==> config.mk <==
export PLATFORM = sky130hd
export DESIGN_NAME = buck_deadtime_ctrl
export DESIGN_NICKNAME = d
export VERILOG_FILES = /design/src/rtl/dt_pkg.sv /design/src/rtl/dt_sync.sv /design/src/rtl/dt_wait_cnt.sv /design/src/rtl/buck_deadtime_ctrl.sv
export SDC_FILE = /design/constraint.sdc
export NUM_CORES = 1
export LEC_CHECK = 0
export ABC_AREA = 1
export BUFFER_PORTS_ARGS = -buffer_cell sky130_fd_sc_hd__buf_2
export CAP_MARGIN = 20
export CORE_MARGIN = 8
export CORE_UTILIZATION = 42
export DETAILED_ROUTE_END_ITERATION = 12
export GPL_TIMING_DRIVEN = 0
export SLEW_MARGIN = 20
export SYNTH_ARGS = -nofsm -noshare
export SYNTH_HDL_FRONTEND = slang
export SYNTH_HIERARCHICAL = 1
export SYNTH_SLANG_ARGS = --single-unit
==> constraint.sdc <==
create_clock -name clk -period 1 [get_ports clk]
set_input_delay 0.1 -clock clk [delete_from_list [all_inputs] [get_ports clk]]
set_output_delay 0.1 -clock clk [all_outputs]
set_load 0.01 [all_outputs]
==> src/rtl/dt_pkg.sv <==
package dt_pkg;
  typedef enum logic [2:0] {
    ST_OFF     = 3'd0,
    ST_HS      = 3'd1,
    ST_WAIT_LS = 3'd2,
    ST_LS      = 3'd3,
    ST_WAIT_HS = 3'd4
  } dt_state_e;
endpackage

==> src/rtl/dt_sync.sv <==
module dt_sync #(
  parameter int W      = 1,
  parameter int STAGES = 2
) (
  input  logic         clk,
  input  logic         rst_n,
  input  logic [W-1:0] d,
  output logic [W-1:0] q
);
  logic [STAGES-1:0][W-1:0] stg_q;

  always_ff @(posedge clk or negedge rst_n) begin
    if (!rst_n) begin
      stg_q <= '0;
    end else begin
      stg_q[0] <= d;
      for (int i = 1; i < STAGES; i++) begin
        stg_q[i] <= stg_q[i-1];
      end
    end
  end

  assign q = stg_q[STAGES-1];
endmodule

==> src/rtl/dt_wait_cnt.sv <==
module dt_wait_cnt #(
  parameter int CW = 5
) (
  input  logic          clk,
  input  logic          rst_n,
  input  logic          clr,
  input  logic          inc,
  output logic [CW-1:0] cnt
);
  logic [CW-1:0] cnt_d;

  always_comb begin
    cnt_d = cnt;
    if (clr)      cnt_d = '0;
    else if (inc) cnt_d = cnt + 1'b1;
  end

  always_ff @(posedge clk or negedge rst_n) begin
    if (!rst_n) cnt <= '0;
    else        cnt <= cnt_d;
  end
endmodule

==> src/rtl/buck_deadtime_ctrl.sv <==
module buck_deadtime_ctrl
  import dt_pkg::*;
#(
  parameter int SYNC_STAGES = 2,
  parameter int T_FIX       = 12,
  parameter int T_TMO       = 24,
  parameter int T_HOLD      = 4
) (
  input  logic clk,
  input  logic rst_n,
  input  logic pwm_cmd,
  input  logic drv_en,
  input  logic sw_low,
  input  logic lgate_low,
  output logic hs_on,
  output logic ls_on
);
  localparam int CW = $clog2(T_TMO + 1);
  localparam logic [CW-1:0] FIX_LAST  = CW'(T_FIX - 1);
  localparam logic [CW-1:0] TMO_LAST  = CW'(T_TMO - 1);
  localparam logic [CW-1:0] HOLD_LAST = CW'(T_HOLD - 1);

  logic rst_i_n;
  logic pwm_s, en_s, sw_s, lg_s;
  logic [3:0] sync_q;

  dt_sync #(.W(1), .STAGES(SYNC_STAGES)) u_rst_sync (
    .clk(clk), .rst_n(rst_n), .d(1'b1), .q(rst_i_n)
  );

  dt_sync #(.W(4), .STAGES(SYNC_STAGES)) u_in_sync (
    .clk(clk), .rst_n(rst_i_n),
    .d({pwm_cmd, drv_en, sw_low, lgate_low}), .q(sync_q)
  );
  assign {pwm_s, en_s, sw_s, lg_s} = sync_q;

  dt_state_e st_q, st_d;
  logic armed_q, armed_d;
  logic node_hi_q, node_hi_d;
  logic cnt_clr, cnt_inc;
  logic [CW-1:0] cnt;
  logic go_ls;

  dt_wait_cnt #(.CW(CW)) u_cnt (
    .clk(clk), .rst_n(rst_i_n), .clr(cnt_clr), .inc(cnt_inc), .cnt(cnt)
  );

  // Lower turn-on: node feedback, fixed delay when node never rose, or timeout
  assign go_ls = (node_hi_q && sw_s) || (!node_hi_q && cnt == FIX_LAST) ||
                 (cnt == TMO_LAST);

  always_comb begin
    st_d      = st_q;
    armed_d   = armed_q;
    node_hi_d = node_hi_q;
    cnt_clr   = 1'b0;
    cnt_inc   = 1'b0;
    if (!en_s) begin
      st_d      = ST_OFF;
      cnt_clr   = 1'b1;
      armed_d   = 1'b0;
      node_hi_d = 1'b0;
    end else begin
      unique case (st_q)
        ST_OFF: begin
          cnt_clr   = 1'b1;
          armed_d   = 1'b0;
          node_hi_d = 1'b0;
          st_d      = pwm_s ? ST_WAIT_HS : ST_WAIT_LS;
        end
        ST_HS: begin
          if (!sw_s) node_hi_d = 1'b1;
          if (!pwm_s) begin
            st_d    = ST_WAIT_LS;
            cnt_clr = 1'b1;
          end
        end
        ST_WAIT_LS: begin
          if (pwm_s) begin
            st_d    = ST_WAIT_HS;
            cnt_clr = 1'b1;
            armed_d = 1'b0;
          end else if (go_ls) begin
            st_d    = ST_LS;
            cnt_clr = 1'b1;
          end else begin
            cnt_inc = 1'b1;
          end
        end
        ST_LS: begin
          if (pwm_s) begin
            st_d    = ST_WAIT_HS;
            cnt_clr = 1'b1;
            armed_d = 1'b0;
          end
        end
        ST_WAIT_HS: begin
          if (!pwm_s) begin
            st_d    = ST_WAIT_LS;
            cnt_clr = 1'b1;
          end else if (armed_q && cnt == HOLD_LAST) begin
            st_d      = ST_HS;
            cnt_clr   = 1'b1;
            node_hi_d = 1'b0;
          end else begin
            if (lg_s)    armed_d = 1'b1;
            if (armed_q) cnt_inc = 1'b1;
          end
        end
        default: begin
          st_d    = ST_OFF;
          cnt_clr = 1'b1;
        end
      endcase
    end
  end

  always_ff @(posedge clk or negedge rst_i_n) begin
    if (!rst_i_n) begin
      st_q      <= ST_OFF;
      armed_q   <= 1'b0;
      node_hi_q <= 1'b0;
    end else begin
      st_q      <= st_d;
      armed_q   <= armed_d;
      node_hi_q <= node_hi_d;
    end
  end

  assign hs_on = (st_q == ST_HS);
  assign ls_on = (st_q == ST_LS);
endmodule

==> flow_metrics.env <==
export IMPL_report_final_slew_viol_count=0
export IMPL_ys_flop_type="dfrtp_1"
export IMPL_synth_seq_cells=20
export IMPL_synth_area_leaders="dfrtp_1, nand2_1, nor2_1, nand3_1, inv_1"
export IMPL_cts_max_level=1
export IMPL_route_vias_total=976
export IMPL_ff_latch_area_um2=501.7
export IMPL_reg2reg_to="u_cnt/cnt[3]"
export IMPL_die_x_um=65.06
export IMPL_crit_path_top_delay_cell="dfrtp_1"
export IMPL_gp_congestion=0.8121
export IMPL_reg2reg_slack_ps=-650
export IMPL_grt_setup_unrepaired="true"
export IMPL_clk_pin_slew_ps=110
export IMPL_grt_pass1_vias=920
export IMPL_period_minus_slack_ps=1649
export IMPL_setup_ws_ps=-649.2
export IMPL_core_um2=2255
export IMPL_routed_wl_um=2364
export IMPL_fillers=159
export IMPL_synth_fp_nets=133
export IMPL_critPathCaptureType="flop"
export IMPL_worst_path_largest_cell_delay_ps=450
export IMPL_path_delay_family="simple AND/OR/NAND/NOR gates"
export IMPL_multi_input_area_um2=544.3
export IMPL_dr_first_iter_drc_count=20
export IMPL_ys_seq_area_frac=0.4950
export IMPL_synth_edf_count=0
export IMPL_powerDensity_nw_per_um2=1420
export IMPL_io_buffers=7
export IMPL_cp_required_ps=1210
export IMPL_clock_skew_ps=1.450
export IMPL_dieHeight_um=65.06
export IMPL_cts_sinks=20
export IMPL_cts_root_buf="clkbuf_4"
export IMPL_layout_worst_path_cycle_share=1.649
export IMPL_clock_path_buffers=2
export IMPL_yosysMostFrequentCell="nand2_1"
export IMPL_violations="negative setup slack"
export IMPL_max_freq_mhz=606.4
export IMPL_synth_cell_types=22
export IMPL_cts_inserted_buffers=3
export IMPL_fin_tns_setup_ps=-6020
export IMPL_finalNetCount=181
export IMPL_place_hpwl_um=1363
export IMPL_tightest_slew_ps=714.6
export IMPL_vdd_drop_max_mv=0.9418
export IMPL_ant_nets=0
export IMPL_grt_max_degree=19
export IMPL_whs_ps=87.83
export IMPL_hold_viol_final=0
export IMPL_syn_cell_area_um2=1011
export IMPL_netlist_instances=126
export IMPL_antenna_found_initial=0
export IMPL_dr_pass1_iters=4
export IMPL_diodes=0
export IMPL_io_pins=8
export IMPL_synthTopCellsByCount="nand2_1, dfrtp_1, nor2_1, inv_1, nand3_1"
export IMPL_grt_first_pass_wirelength_um=3808
export IMPL_worstSetupPathType="reg2reg"
export IMPL_dieArea_um2=4233
export IMPL_min_path_type="in2async"
export IMPL_routedWlPerCell_um=11.76
export IMPL_row_count=17
export IMPL_layout_drive_gt1_share=0.4855
export IMPL_r2r_start="u_cnt/cnt[3]"
export IMPL_viasPerCell=4.856
export IMPL_async_flop_share=1.000
export IMPL_crit_path_cell_trace="inv_1 > a21oi_1 > nand2_2 > nand3_4 > nand2_4 > nor3_4 > nor2_4 > nor2_2 > nand3_1 > nand2_1 > nor2_1"
export IMPL_start_kind="flop"
export IMPL_finalSetupViolCount=12
export IMPL_synth_warnings=6
export IMPL_crit_fanout=6
export IMPL_synth_area_per_cell_um2=8.024
export IMPL_cts_tree="built"
export IMPL_synth_top_area_frac=0.4950
export IMPL_area_delta_synth_final_pct=58.04
export IMPL_grt_usage=0.1137
export IMPL_p_leak_nw=0.7802
export IMPL_status="finished, violations left"
export IMPL_synth_top_cell_by_area="dfrtp_1"
export IMPL_critPathArrivalTime_ps=1860
export IMPL_ff2ff_path_depth=11
export IMPL_insertion_delay_ps=300
export IMPL_grt_overflow=0
export IMPL_max_cap_violations=0
export IMPL_start_util=0.4484
export IMPL_drc=0
export IMPL_critPathBufInv=1
export IMPL_slew_headroom=0.5236
==> worst reg2reg max path, delay by kind of cell, from the launching register on <==
| family | cells | cell delay (ps) |
|---|---|---|
| and+or+nand+nor | 9 | 830 |
| DFF | 1 | 450 |
| AOI/OAI and AO/OA | 1 | 190 |
| buffers and inverters | 1 | 70 |
==> state kept, by name (all words and copies together) (netlist names) <==
register / count
u_rst_sync/stg_q: 1
u_in_sync/q: 4
armed_q: 1
st_q: 3
node_hi_q: 1
u_cnt/cnt: 5
u_rst_sync/q: 1
u_in_sync/stg_q: 4
==> per-layer routing <==
metal / part of all wire / wire (µm) / up-vias / GRT usage
met1: 0.44 / 1032 / 461 / 0.1242
met4: 0.039 / 93 / 0 / 0.06540
met3: 0.031 / 74 / 10 / 0.02234
met2: 0.49 / 1164 / 17 / 0.2000
li1: - / - / 488 / -
met5: 0 / 0 / - / 0
==> repair_timing <==
| item | 4_1_cts | 5_1_grt |
|---|---|---|
| gates resized for setup | 29 | 10 |
| endpoints found under the setup margin | 12 | 12 |
| hold buffers | 5 | 0 |
| setup buffers | 26 | 5 |
| hold endpoints to repair | 6 | 0 |
| pin swaps | 12 | 9 |
==> placed cells by master (no fill, tap or decap), drive strengths merged <==
cell,count
xnor2,1
bufinv,1
nand4,3
a21oi,3
conb,1
ha,1
nor3,2
nand3b,1
buf,42
dlygate4sd3,5
nand3,13
dfrtp,20
nand2,30
clkinv,1
nor2,24
o21ai,5
clkbuf,3
inv,17
==> power breakdown <==
part	leakage [nW]	total [mW]	switching (mW)	internal, mW
registers	0.252	0.926	0.0640	0.862
clock network	0.0279	0.657	0.251	0.405
logic	0.500	0.685	0.347	0.338
==> through the flow <==
stage	instance area (µm²)	power [mW]	setup slack [ps]	util	instances
after CTS	1521	2.202	-591.3	0.6748	196
after floorplan	1040	1.200	-515.2	-	126
after global routing	1598	2.384	-800.7	0.7087	201
after detailed placement	1110	1.278	-726.1	0.4922	161
final	1598	2.268	-649.2	0.7087	201
after global placement	1110	1.271	-693.3	0.4922	161
==> layout make-up <==
type	instances	share of cell area
buffer	4	0.02349
tap	28	0.02193
timing repair buffer	43	0.2232
clock buffer	3	0.01410
clock inverter	1	0.01879
multi-input combinational	84	0.3406
sequential	20	0.3140
inverter	18	0.04385
==> cells by family (layout without fill, tap and decap cells) <==
logic type      after synthesis  count (layout)  share of synthesized area
simple gates                 73              73                     0.3403
buf+inv                      22              69                    0.09653
flops                        20              20                     0.4950
compound gates                8               8                    0.04330
fa+ha+maj                     1               1                    0.01237
other cells                   1               1                   0.003709
xor+xnor                      1               1                   0.008665
==> how the worst max path moves through the flow <==
| stage | slack, ps | endpoint | cells past startpoint | startpoint |
|---|---|---|---|---|
| 2_1_floorplan | -520 | u_cnt/cnt[3] | 12 | u_in_sync/q[2] |
| 5_1_grt | -800 | u_cnt/cnt[3] | 12 | u_cnt/cnt[4] |
| 6_report | -650 | u_cnt/cnt[3] | 11 | u_cnt/cnt[3] |
| 4_1_cts | -590 | u_cnt/cnt[3] | 12 | u_cnt/cnt[2] |
| 3_5_place_dp | -730 | u_cnt/cnt[3] | 10 | st_q[0] |
| 3_3_place_gp | -690 | u_cnt/cnt[4] | 10 | st_q[0] |
Power figures use the tool's default switching activity.
